$ cat src/rtl/patchk_pkg.sv
package patchk_pkg;

  localparam int HIST_W = 23;
  localparam int SEL_W  = 3;

  typedef enum logic [1:0] {
    ST_IDLE = 2'd0,
    ST_SEED = 2'd1,
    ST_HUNT = 2'd2,
    ST_LOCK = 2'd3
  } sync_st_e;

  // register length n for the selected order
  function automatic logic [4:0] prbs_len(input logic [SEL_W-1:0] sel);
    case (sel)
      3'd1:    return 5'd15;
      3'd2:    return 5'd17;
      3'd3:    return 5'd20;
      3'd4:    return 5'd23;
      default: return 5'd7;
    endcase
  endfunction

  // middle feedback tap m for the selected order
  function automatic logic [4:0] prbs_mid(input logic [SEL_W-1:0] sel);
    case (sel)
      3'd1:    return 5'd14;
      3'd2:    return 5'd14;
      3'd3:    return 5'd3;
      3'd4:    return 5'd18;
      default: return 5'd6;
    endcase
  endfunction

  // next bit: h[0] is the newest bit, so h[j-1] is b[k-j]
  function automatic logic prbs_fb(input logic [HIST_W-1:0] h,
                                   input logic [SEL_W-1:0] sel);
    logic [4:0] n;
    logic [4:0] m;
    n = prbs_len(sel);
    m = prbs_mid(sel);
    return h[n - 5'd1] ^ h[m - 5'd1];
  endfunction

  // step a bit pointer down through the word, wrapping at zero
  function automatic logic [4:0] ptr_dec(input logic [4:0] p,
                                         input logic [4:0] top);
    return (p == 5'd0) ? top : p - 5'd1;
  endfunction

endpackage

$ cat src/rtl/patchk_prbs_ref.sv
module patchk_prbs_ref
  import patchk_pkg::*;
(
  input  logic             clk,
  input  logic             rst_n,
  input  logic             adv,
  input  logic             load,
  input  logic             rx_bit,
  input  logic [SEL_W-1:0] sel,
  output logic             exp_bit
);

  logic [HIST_W-1:0] hist;

  assign exp_bit = prbs_fb(hist, sel);

  // feed-forward: while loading, received bits enter the register
  always_ff @(posedge clk or negedge rst_n) begin
    if (!rst_n) begin
      hist <= '1;
    end else if (adv) begin
      hist <= {hist[HIST_W-2:0], (load ? rx_bit : exp_bit)};
    end
  end

endmodule

$ cat src/rtl/patchk_word_ref.sv
module patchk_word_ref
  import patchk_pkg::*;
#(
  parameter int WORD_W = 16
) (
  input  logic              clk,
  input  logic              rst_n,
  input  logic              adv,
  input  logic              slip,
  input  logic [WORD_W-1:0] word_pat,
  output logic              exp_bit
);

  localparam int PTR_W = $clog2(WORD_W);
  localparam logic [4:0] PTR_TOP = 5'(WORD_W - 1);

  logic [PTR_W-1:0] ptr;
  logic [4:0]       ptr_ext;
  logic [4:0]       ptr_nxt;

  assign ptr_ext = 5'(ptr);
  assign ptr_nxt = ptr_dec(ptr_ext, PTR_TOP);
  assign exp_bit = word_pat[ptr];

  // a slip holds the pointer for one bit, delaying the reference
  always_ff @(posedge clk or negedge rst_n) begin
    if (!rst_n) begin
      ptr <= PTR_W'(WORD_W - 1);
    end else if (adv && !slip) begin
      ptr <= ptr_nxt[PTR_W-1:0];
    end
  end

endmodule

$ cat src/rtl/patchk_win_mon.sv
module patchk_win_mon #(
  parameter int WIN_LEN = 256,
  parameter int ERR_W   = $clog2(WIN_LEN + 1)
) (
  input  logic             clk,
  input  logic             rst_n,
  input  logic             clr,
  input  logic             cnt_en,
  input  logic             miss,
  input  logic [ERR_W-1:0] thr,
  output logic             win_end,
  output logic             win_bad
);

  localparam int BCNT_W = $clog2(WIN_LEN);
  localparam logic [BCNT_W-1:0] BCNT_LAST = BCNT_W'(WIN_LEN - 1);

  logic [BCNT_W-1:0] bcnt;
  logic [ERR_W-1:0]  ecnt;
  logic [ERR_W-1:0]  err_tot;
  logic              last;

  assign last    = (bcnt == BCNT_LAST);
  assign err_tot = ecnt + ERR_W'(miss);
  assign win_end = cnt_en && last;
  assign win_bad = win_end && (err_tot >= thr);

  always_ff @(posedge clk or negedge rst_n) begin
    if (!rst_n) begin
      bcnt <= '0;
      ecnt <= '0;
    end else if (clr) begin
      bcnt <= '0;
      ecnt <= '0;
    end else if (cnt_en) begin
      if (last) begin
        bcnt <= '0;
        ecnt <= '0;
      end else begin
        bcnt <= bcnt + BCNT_W'(1);
        ecnt <= err_tot;
      end
    end
  end

endmodule

$ cat src/rtl/patchk_err_cnt.sv
module patchk_err_cnt #(
  parameter int CNT_W = 32
) (
  input  logic             clk,
  input  logic             rst_n,
  input  logic             clr,
  input  logic             inc,
  output logic [CNT_W-1:0] count
);

  logic at_max;
  assign at_max = (count == '1);

  always_ff @(posedge clk or negedge rst_n) begin
    if (!rst_n) begin
      count <= '0;
    end else if (clr) begin
      count <= '0;
    end else if (inc && !at_max) begin
      count <= count + CNT_W'(1);
    end
  end

endmodule

$ cat src/rtl/patchk_top.sv
module patchk_top
  import patchk_pkg::*;
#(
  parameter int WORD_W   = 16,
  parameter int WIN_LEN  = 256,
  parameter int PRBS_THR = 64,
  parameter int WORD_THR = 8,
  parameter int CNT_W    = 32
) (
  input  logic              clk,
  input  logic              rst_n,
  input  logic              bit_valid,
  input  logic              rx_bit,
  input  logic              mode_word,
  input  logic [SEL_W-1:0]  prbs_sel,
  input  logic [WORD_W-1:0] word_pat,
  input  logic              cnt_clear,
  output logic              locked,
  output logic              err_pulse,
  output logic [CNT_W-1:0]  err_count
);

  localparam int ERR_W = $clog2(WIN_LEN + 1);

  sync_st_e   st;
  sync_st_e   st_nxt;
  logic [4:0] seed_cnt;
  logic [4:0] seed_last;

  // named internal events
  logic cmp_en;
  logic seed_load;
  logic miss;
  logic slip;
  logic win_end;
  logic win_bad;
  logic prbs_exp;
  logic word_exp;
  logic exp_bit;
  logic active;
  logic [ERR_W-1:0] thr;

  assign active    = (st != ST_IDLE);
  assign seed_load = bit_valid && (st == ST_SEED);
  assign cmp_en    = bit_valid && ((st == ST_HUNT) || (st == ST_LOCK));
  assign exp_bit   = mode_word ? word_exp : prbs_exp;
  assign miss      = cmp_en && (rx_bit != exp_bit);
  assign slip      = mode_word && win_bad;
  assign thr       = mode_word ? ERR_W'(WORD_THR) : ERR_W'(PRBS_THR);
  assign seed_last = prbs_len(prbs_sel) - 5'd1;
  assign locked    = (st == ST_LOCK);

  patchk_prbs_ref u_prbs (
    .clk     (clk),
    .rst_n   (rst_n),
    .adv     (bit_valid && !mode_word && active),
    .load    (st == ST_SEED),
    .rx_bit  (rx_bit),
    .sel     (prbs_sel),
    .exp_bit (prbs_exp)
  );

  patchk_word_ref #(.WORD_W(WORD_W)) u_word (
    .clk      (clk),
    .rst_n    (rst_n),
    .adv      (bit_valid && mode_word && active),
    .slip     (slip),
    .word_pat (word_pat),
    .exp_bit  (word_exp)
  );

  patchk_win_mon #(.WIN_LEN(WIN_LEN), .ERR_W(ERR_W)) u_win (
    .clk     (clk),
    .rst_n   (rst_n),
    .clr     (!((st == ST_HUNT) || (st == ST_LOCK))),
    .cnt_en  (cmp_en),
    .miss    (miss),
    .thr     (thr),
    .win_end (win_end),
    .win_bad (win_bad)
  );

  patchk_err_cnt #(.CNT_W(CNT_W)) u_cnt (
    .clk   (clk),
    .rst_n (rst_n),
    .clr   (cnt_clear),
    .inc   (miss && (st == ST_LOCK)),
    .count (err_count)
  );

  // acquisition sequence
  always_comb begin
    st_nxt = st;
    case (st)
      ST_IDLE: st_nxt = mode_word ? ST_HUNT : ST_SEED;
      ST_SEED: if (bit_valid && (seed_cnt == seed_last)) st_nxt = ST_HUNT;
      ST_HUNT: if (win_end) begin
                 if (!win_bad)      st_nxt = ST_LOCK;
                 else if (!mode_word) st_nxt = ST_SEED;
               end
      ST_LOCK: if (win_bad) st_nxt = mode_word ? ST_HUNT : ST_SEED;
      default: st_nxt = ST_IDLE;
    endcase
  end

  always_ff @(posedge clk or negedge rst_n) begin
    if (!rst_n) begin
      st        <= ST_IDLE;
      seed_cnt  <= '0;
      err_pulse <= 1'b0;
    end else begin
      st        <= st_nxt;
      err_pulse <= miss && (st == ST_LOCK);
      if (st != ST_SEED) begin
        seed_cnt <= '0;
      end else if (bit_valid) begin
        seed_cnt <= (seed_cnt == seed_last) ? 5'd0 : seed_cnt + 5'd1;
      end
    end
  end

endmodule

$ cat config.mk
export PLATFORM = sky130hd
export DESIGN_NAME = patchk_top
export DESIGN_NICKNAME = d
export VERILOG_FILES = /design/src/rtl/patchk_pkg.sv /design/src/rtl/patchk_prbs_ref.sv /design/src/rtl/patchk_word_ref.sv /design/src/rtl/patchk_win_mon.sv /design/src/rtl/patchk_err_cnt.sv /design/src/rtl/patchk_top.sv
export SDC_FILE = /design/constraint.sdc
export NUM_CORES = 1
export LEC_CHECK = 0
export ABC_AREA = 0
export BUFFER_PORTS_ARGS = -buffer_cell sky130_fd_sc_hd__buf_2
export CAP_MARGIN = 20
export CORE_ASPECT_RATIO = 1.4
export CORE_MARGIN = 2
export CORE_UTILIZATION = 35
export DETAILED_ROUTE_END_ITERATION = 10
export SYNTH_ARGS = -nofsm -noshare
export SYNTH_HDL_FRONTEND = slang
export SYNTH_SLANG_ARGS = --single-unit
$ cat constraint.sdc
create_clock -name clk -period 6.8 [get_ports clk]
set_input_delay 0 -clock clk [delete_from_list [all_inputs] [get_ports clk]]
set_output_delay 0 -clock clk [all_outputs]
set_load 0.03 [all_outputs]
# Word level (Yosys, flattened, before mapping)
# Cells that the tools add are included.
[classes]
add_sub_neg = 7
n_lt_le_gt_ge = 4
n_eq_ne = 17
muxes = 30
bitwise_logic = 1
n_reduce_logical = 24
[op_table]
columns = ["operator", "count"]
rows = [
  ["2-to-1 mux 32 bit", 2],
  ["adder 32 x 1 -> 32 bit (second input constant)", 1],
  ["== test 32 bit (second input constant)", 1],
  ["2-to-1 mux 9 bit", 3],
  ["2-to-1 mux 8 bit", 3],
  ["one-hot mux 5 bit (4 select lines)", 1],
  ["2-to-1 mux 5 bit", 3],
  ["one-hot mux 5 bit (3 select lines)", 1],
  ["logical AND 1 bit", 13],
  ["less-than comparator 5 x 6 -> 1 bit (second input constant)", 2],
  ["2-to-1 mux 2 bit", 6],
  ["binary-select mux 1 bit (select 5 bit)", 2],
  ["subtractor 5 x 1 -> 5 bit (second input constant)", 2],
  ["adder 9 x 1 -> 9 bit", 1],
  ["greater-or-equal comparator 9 x 7 -> 1 bit", 1],
  ["adder 8 x 1 -> 8 bit (second input constant)", 1],
  ["== test 8 bit (second input constant)", 1],
  ["one-hot mux 2 bit (4 select lines)", 1],
  ["2-to-1 mux 7 bit", 1],
  ["== test 3 x 2 -> 1 bit (second input constant)", 2],
  ["!= test 2 x 1 -> 1 bit (second input constant)", 3],
  ["nonzero test 2 bit", 3],
  ["adder 5 x 1 -> 5 bit (second input constant)", 1],
  ["== test 5 bit", 1],
  ["other kinds (19)", 27],
]
[word_totals]
ff_bits = 84
in_bits = 25
output_inout_bits = 34
wordCells = 91

# Longest topological paths before layout
# Gate-level depths: netlist of run 1.
[depth]
depth_word = 16
ltp_mapped = 25
mapped_depth_nobuf = 23

# Modules after synthesis
# From an unflattened synthesis of run 1, not the netlist that was laid out.
[hier_totals]
cells_unflattened = 550
hier_area_um2 = 5422.7
[by_module_without_submodules]
columns = ["mod", "instances", "cells_each", "area_per_inst_um2", "seq_area_each_um2"]
rows = [
  ["patchk_err_cnt", 1, 191, 1843.0, 800.8],
  ["patchk_prbs_ref", 1, 101, 1263.7, 604.3],
  ["patchk_win_mon", 1, 138, 1199.9, 425.4],
  ["patchk_top", 1, 83, 750.7, 200.2],
  ["patchk_word_ref", 1, 37, 365.4, 105.1],
]

# Least setup slack after synthesis of run 1
# No wires, ideal clock.
[synth_path]
path_kind = "input port to flip-flop"
start = "in prbs_sel[2]"
end = "reg u_word.ptr[3]"
setup_time_ps = 94
arrival_ps = 4902
required_time_ps = 6706
setup_slack_ps = 1804
path_stages = 25
path_buffers = 2
path_cell_list = "nand2b_1 > inv_1 > clkbuf_1 > and2_1 > ha_1 > buf_2 > mux2_2 > a211oi_1 > nor4b_1 > nor4b_2 > a211oi_1 > nor3_2 > inv_2 > ha_1 > nand3_1 > xor2_1 > ha_1 > nor3b_1 > o22ai_1 > a22oi_1 > o31ai_1 > a31oi_1 > nor4bb_1 > nor2b_1 > a31oi_1"
[synth_via]
elab_chain_cells = 16
elab_cells_between_ends = 23
classes_between = "add/sub (3); order compare (1); eq/ne (5); mux (7); bitwise (1); reduce/logical (6)"
[synth_lines]
columns = ["item", "line_no", "text"]
rows = [
  ["start: declaration", "patchk_top.sv:15", "input logic [SEL_W-1:0] prbs_sel,"],
  ["== test 3 x 1 -> 1 bit or == test 3 x 2 -> 1 bit (tied branches)", "patchk_pkg.sv:15, patchk_pkg.sv:26", ""],
  ["OR reduction 2 bit (no source line)", "--", ""],
  ["one-hot mux 5 bit (3 select lines)", "patchk_pkg.sv:26", "case (sel)"],
  ["subtractor 5 x 1 -> 5 bit", "patchk_pkg.sv:42", "return h[n - 5'd1] ^ h[m - 5'd1];"],
  ["binary-select mux 1 bit (select 5 bit)", "patchk_pkg.sv:42", ""],
  ["2-to-1 mux 1 bit (not written as such)", "patchk_pkg.sv:42", ""],
  ["XOR 1 bit *", "patchk_pkg.sv:42", ""],
  ["2-to-1 mux 1 bit *", "patchk_top.sv:46", "assign exp_bit = mode_word ? word_exp : prbs_exp;"],
  ["!= test 1 bit *", "patchk_top.sv:47", "assign miss = cmp_en && (rx_bit != exp_bit);"],
  ["logical AND 1 bit *", "patchk_top.sv:47", ""],
  ["adder 9 x 1 -> 9 bit *", "patchk_win_mon.sv:24", "assign err_tot = ecnt + ERR_W'(miss);"],
  ["greater-or-equal comparator 9 x 7 -> 1 bit *", "patchk_win_mon.sv:26", "assign win_bad = win_end && (err_tot >= thr);"],
  ["logical AND 1 bit *", "patchk_win_mon.sv:26", ""],
  ["logical AND 1 bit *", "patchk_top.sv:48", "assign slip = mode_word && win_bad;"],
  ["logical NOT 1 bit *", "patchk_word_ref.sv:29", "end else if (adv && !slip) begin"],
  ["logical AND 1 bit *", "patchk_word_ref.sv:29", ""],
  ["end signal: assignment", "patchk_word_ref.sv:28", "ptr <= PTR_W'(WORD_W - 1);"],
  ["end signal: assignment", "patchk_word_ref.sv:30", "ptr <= ptr_nxt[PTR_W-1:0];"],
  ["end: declaration", "patchk_word_ref.sv:17", "logic [PTR_W-1:0] ptr;"],
]
# Mark *: on every way between the ends. The rest lies on a longest branch, timed or not. The select of a mux whose other input is x is not followed.
# A chain may end at the register's enable or synchronous reset.

# Worst setup path after layout of run 1
# Same ends and word-level chain as after synthesis.

==> summary.md, run 1 <==
| Metric | Value |
|---|---|
| Setup-failing EPs final | `0` |
| Initial DRT Pass Iterations | `5` |
| Compound-gate portion of the synthesized area | `0.142` |
| MaxCap Viol Count | `0` |
| Nets@finish | `a little over 600` |
| Initial DRC count | `approximately 220` |
| Final Critical Period | `between 5 and 6 ns` |
| Outcome | `finished, final reports clean` |
| Clock Pin Slew Worst Setup and Hold Paths | `~0.060 ns` |
| # IOs | `59` |
| Layout cells sized above 1 | `0.257` |
| Cell family with most CP delay | `simple AND/OR/NAND/NOR gates` |
| Vias in the first global route | `~4100` |
| Cells along the critical path | `buf_2 > nand2b_1 > inv_1 > and2_1 > ha_1 > mux2_2 > a211oi_1 > nor4b_1 > nor4b_2 > a2bb2oi_2 > nor3_4 > inv_2 > ha_1 > nand3_1 > xor2_1 > ha_1 > nor3b_1 > o22ai_1 > a22oi_1 > o31ai_1 > a31oi_1 > nor4bb_1 > nor2b_1 > a31oi_1` |
| Largest family of logic cells by synthesized area | `simple AND/OR/NAND/NOR gates` |
| CP required | `7.05 ns` |
| Rel. slew slack | `0.424` |
| Area contributors post-synth | `dfrtp_1, dfstp_2, mux2_2, o21ai_0, a21oi_1` |
| Critical Path End Type | `flip-flop` |
| CTS max path bufs | `2` |
| TritonCTS clock tree | `built` |
| DR vias/cell | `roughly 5.5` |
| Adder-Cell Fraction of Synth Area | `0.0316` |
| Post-Synth Simple-Gate Area | `0.225` |
| Hold Fails Final Rpt | `0` |
| Slowest cell on crit path | `nor4bb_1` |
| Largest net degree at the start of global routing | `between 80 and 90` |
| Ys async rst share | `1.00` |
| Final ANT Viol Nets | `0` |
| Max Slew Vio Count | `0` |
| Synth area leader | `dfrtp_1` |
| #FFs+latches synth | `84` |
| Synthesized area | `roughly 0.0052 mm²` |
| Startpoint Class | `input port` |
| H-tree depth | `3` |
| Placer Congestion | `around 0.83` |
| Worst-Skew Late Latency | `0.33 ns` |
| Area growth from synthesis to layout | `15.1%` |
| WL final | `~12 mm` |
| Sequential area share after synthesis | `0.415` |
| Mean routed wirelength per cell | `roughly 16 µm` |
| Buffers & Inverters on Critical Path | `3` |
| Top FF cell, synth | `dfrtp_1` |
| Via count | `4284` |
| Max frequency | `about 0.18 GHz` |
| CTS Buf Count | `9` |
| Setup TNS | `0 ns` |
| CP arrival | `~5.7 ns` |
| YS warnings | `0` |
| Cell variety after synth | `slightly below 60` |
| Worst Clk Skew | `roughly 0.0096 ns` |
| Initial antenna violation count | `0` |
| Post-CTS Setup Bufs | `0` |
| Worst Tran Pin Value | `roughly 0.85 ns` |
| Clk root buf | `clkbuf_16` |
| Initial core utilization | `0.357` |
| Total Power | `1.66 mW` |
| Overall Global Routing Usage | `0.160` |
| Most frequent cells in the layout | `dfrtp_1, buf_2, o21ai_0` |
| Final core utilization | `0.410` |
| Cells after synthesis | `541` |
| Post-synthesis mux area share | `0.127` |
| Critical path's largest stage delay | `0.76 ns` |
| XOR/XNOR share of the synthesized area | `0.0221` |
| Worst hold path class | `in2async` |
| Post-synth EDFFs | `0` |
| Unrepaired setup endpoints after global routing | `false` |
| Core Footprint | `0.0144 mm²` |
| Crit share post-route | `0.796` |
| Max IR drop VDD | `0.113 mV` |
| Remaining DRCs | `0` |
| PD cells | `~280 mW/mm²` |
| Worst reg-to-reg path cell count | `19` |
| Port-buffer cells | `between 50 and 60` |
| Cell Rows | `52` |
| Post-DP HPWL | `8.48 mm` |
| WP depth | `24` |
| Grt total ovfl | `0` |
| Critical Path Most Common Cell | `ha_1` |
| Top-area cell type share of the netlist area | `0.277` |
| Chip Width | `~110 µm` |
| Diode count | `0` |
| Total clock sinks | `84` |
| Setup CP Type | `in2reg` |
| Syn_nets | `579` |
| Die extent in y | `between 100 and 150 µm` |
| Area of the die | `between 0.015 and 0.02 mm²` |
| Global-route wire length before repair | `about 21 mm` |
| Worst Path Max Fanout | `11` |
| Leakage | `2.53 nW` |
| Syn avg cell area | `~9.5 µm²` |
==> cells in the mapped netlist, types with 9 or more instances <==
library cell / n
a21oi_1: 37
and3_1: 11
clkbuf_1: 23
dfrtp_1: 57
dfstp_2: 27
ha_1: 13
inv_1: 11
mux2_2: 33
mux2i_1: 11
nand2_1: 33
nand2b_1: 10
nand3_1: 21
nand4_1: 12
nor2_1: 41
nor2b_1: 14
nor3b_1: 9
o21ai_0: 44
or3_1: 20
or4_1: 11
==> repair_timing <==
action                    4_1_cts  5_1_grt
hold buffers                    1        0
resized for setup               0        0
hold endpoints to repair       57        0
==> cells by family (layout without fill, tap and decap cells) <==
logic type | count (synthesis) | after routing
compound gates | 122 | 122
xor+xnor | 13 | 13
fa+ha+maj | 13 | 13
buf+inv | 45 | 91
flops | 84 | 84
mux | 54 | 54
simple gates | 210 | 210
==> final timing paths <==
check,to,slack (ns),start
max in group asynchronous,u_prbs.hist[8],6.08,rst_n
min in group clk,seed_cnt[0],0.08,bit_valid
hold reg to reg,u_win.ecnt[0],0.52,u_win.ecnt[0]
hold / removal,u_win.bcnt[0],0.07,rst_n
setup / recovery,u_word.ptr[3],1.38,prbs_sel[2]
setup reg to reg,u_word.ptr[3],1.73,u_word.ptr[2]
==> flip-flops by register name (all words and copies together) (netlist names) <==
signal       count
u_prbs.hist     23
u_win.ecnt       9
seed_cnt         5
u_word.ptr       4
st               2
err_pulse        1
u_cnt.count     32
u_win.bcnt       8
==> power by group <==
part | total, mW | switching [mW] | internal (mW) | leakage (nW)
combinational | 0.476 | 0.272 | 0.205 | 1.30
sequential | 0.678 | 0.0772 | 0.601 | 1.07
clock | 0.509 | 0.196 | 0.314 | 0.158
==> stage by stage <==
stage,setup slack (ns),std cells,hold slack (ns),instance area (µm²)
2_1_floorplan,1.80,541,-0.296,5150
3_3_place_gp,1.33,757,0.264,5560
3_5_place_dp,1.05,757,0.277,5560
4_1_cts,1.41,774,0.0663,5890
5_1_grt,0.697,776,0.0863,5930
6_report,1.38,776,0.0672,5930
==> per-layer routing <==
layer | track usage | wire [µm] | vias up
met4 | 0.0351 | 81 | 0
met2 | 0.269 | 6040 | 89
met3 | 0.0384 | 534 | 6
li1 | - | - | 2076
met1 | 0.211 | 5440 | 2113
met5 | 0 | 0 | -
==> layout make-up <==
cell class | instances | area (µm²)
Fill cell | 1466 | 8520
Multi-Input combinational cell | 412 | 2830
Sequential cell | 84 | 2140
Timing Repair Buffer | 63 | 360
Clock buffer | 14 | 308
Tap cell | 189 | 236
Inverter | 12 | 45.0
Clock inverter | 2 | 10.0
(Power assumes the default switching activity.)
==> run 2, diff against run 1 <==
Clock period 6.8 ns to 5.3 ns, I/O delays scaled along.
==> run 2 against run 1 <==
  * Combinational power grew 29%
  * Non-clock buffer count grew 4
  * Highest routed layer unchanged
  * Critical endpoint unchanged
  * Largest power group unchanged
  * Worst hold slack gained 0.017 ns
==> summary.md, run 2 (same netlist as run 1, synthesis figures left out) <==
| Metric | Value |
|---|---|
| Outcome | `finished, final reports clean` |
| Layout cells sized above 1 | `0.266` |
| Chip Width | `about 110 µm` |
| Initial DRT Pass Iterations | `4` |
| Clk root buf | `clkbuf_16` |
| Core Footprint | `~0.014 mm²` |
| PD cells | `369 mW/mm²` |
| Area growth from synthesis to layout | `16.1%` |
| CP required | `between 5 and 6 ns` |
| Buffers & Inverters on Critical Path | `5` |
| Top Registers | `u_cnt.count: 32 flops, u_prbs.hist: 23 flops, u_win.ecnt: 9 flops` |
| Internal Power | `1.51 mW` |
| Global-route wire length before repair | `around 20 mm` |
| Leakage | `2.56 nW` |
| Remaining DRCs | `0` |
| Placer Congestion | `roughly 0.84` |
| Sequential Power Share | `0.394` |
| DR vias/cell | `around 5.5` |
| Die extent in y | `approximately 150 µm` |
| Max reg flops | `32` |
| Startpoint Class | `input port` |
| Logic pwr share | `0.278` |
| Clk pwr share | `0.329` |
| Max Slew Vio Count | `0` |
| Largest net degree at the start of global routing | `50` |
| Total clock sinks | `84` |
| WL final | `approximately 12 mm` |
| Cell Rows | `52` |
| CTS Buf Count | `9` |
| CTS max path bufs | `2` |
| Critical path's largest stage delay | `about 0.45 ns` |
| # IOs | `around 60` |
| Unrepaired setup endpoints after global routing | `false` |
| Max frequency | `between 0.2 and 0.25 GHz` |
| Vias in the first global route | `approximately 4300` |
| Overall Global Routing Usage | `0.160` |
| Max IR drop VDD | `approximately 0.18 mV` |
| Non-filler cells, final | `slightly below 800` |
| CP arrival | `about 5.0 ns` |
| Via count | `about 4300` |
| Grt total ovfl | `0` |
| Area of the die | `0.0157 mm²` |
| Worst hold path class | `in2reg` |
| Final WS setup | `between 0.6 and 0.7 ns` |
| Placed cells | `between 700 and 800` |
| Worst Path Max Fanout | `11` |
| Initial antenna violation count | `1` |
| Worst slack, placed | `about 0.16 ns` |
| Final Critical Period | `4.69 ns` |
| Slowest cell on crit path | `ha_2` |
| H-tree depth | `3` |
| Initial core utilization | `0.357` |
| Psw | `0.699 mW` |
| Sw Ratio | `0.316` |
| Setup TNS | `0 ns` |
| Port-buffer cells | `58` |
| Critical Path End Type | `flip-flop` |
| Worst-Skew Late Latency | `roughly 0.34 ns` |
| Rel. slew slack | `0.436` |
| Setup-failing EPs final | `0` |
| Nets@finish | `approximately 620` |
| Setup CP Type | `in2reg` |
| Clock Pin Slew Worst Setup and Hold Paths | `about 0.06 ns` |
| Biggest register | `u_cnt.count` |
| Worst Tran Pin Value | `0.843 ns` |
| Hold Fails Final Rpt | `0` |
| Worst Clk Skew | `approximately 0.01 ns` |
| MaxCap Viol Count | `0` |
| Initial DRC count | `209` |
| TritonCTS clock tree | `built` |
| Cell family with most CP delay | `simple AND/OR/NAND/NOR gates` |
| Mean routed wirelength per cell | `about 15 µm` |
| Crit share post-route | `0.885` |
| Total Power | `~2.2 mW` |
| Most frequent cells in the layout | `dfrtp_1, buf_2, o21ai_0` |
| Final ANT Viol Nets | `0` |
| Post-DP HPWL | `around 8.5 mm` |
## run 2: worst min-delay path, delay by kind of cell
kind	cells	cell delay, ns
xor gates and xnor gates	1	0.14
buffers and inverters	1	0.20
AOI/OAI and AO/OA	1	0.04
## run 2: what timing repair did
action                                 4_1_cts  5_1_grt
resized for setup                            0        1
setup endpoints to repair                    0        2
hold buffers                                 1        0
endpoints found under the hold margin       36        0
buffers inserted                             0        0
## run 2: cell type report
class | instances | area [µm²]
timing repair buffer | 67 | 363
sequential | 84 | 2140
inverter | 12 | 45.0
tap | 189 | 236
antenna | 3 | 7.51
clock buffer | 15 | 332
fill | 1450 | 8460
multi-input combinational | 412 | 2840
clock inverter | 1 | 30.0
## run 2: path summary, 6_finish.rpt
path / start / to / slack, ns / cells past startpoint
max reg2reg: u_word.ptr[2] / u_word.ptr[3] / 0.69 / 20
max: prbs_sel[2] / u_word.ptr[3] / 0.61 / 25
min: bit_valid / seed_cnt[0] / 0.08 / 3
max in group asynchronous: rst_n / u_cnt.count[1] / 4.16 / 3
min in group asynchronous: rst_n / u_win.bcnt[5] / 0.15 / 2
min reg2reg: u_win.bcnt[7] / u_win.bcnt[7] / 0.51 / 1
## run 2: stage by stage
stage,instance area [µm²],hold slack (ns),utilization
after floorplan,5150,-0.296,-
after global placement,5600,-0.0213,0.388
after detailed placement,5600,-0.0101,0.388
after CTS,5970,0.0712,0.414
after global routing,5980,0.0840,0.414
final,5980,0.0840,0.414
## run 2: routing by layer
layer | part of all wire | vias to the layer above | GRT usage
met5 | 0 | - | 0
met4 | 0.018 | 0 | 0.0656
met3 | 0.056 | 15 | 0.0340
met2 | 0.49 | 92 | 0.266
met1 | 0.44 | 2096 | 0.201
li1 | - | 2084 | -
## run 2: power by group through the flow
| stage | Clock (mW) | Combinational (mW) | Sequential, mW |
|---|---|---|---|
| detailed placement | 0 | 0.616 | 0.880 |
| global placement | 0 | 0.598 | 0.876 |
| floorplan | 0 | 0.499 | 0.835 |
| CTS | 0.749 | 0.621 | 0.870 |
| finish | 0.726 | 0.614 | 0.870 |
| global route | 0.778 | 0.689 | 0.884 |
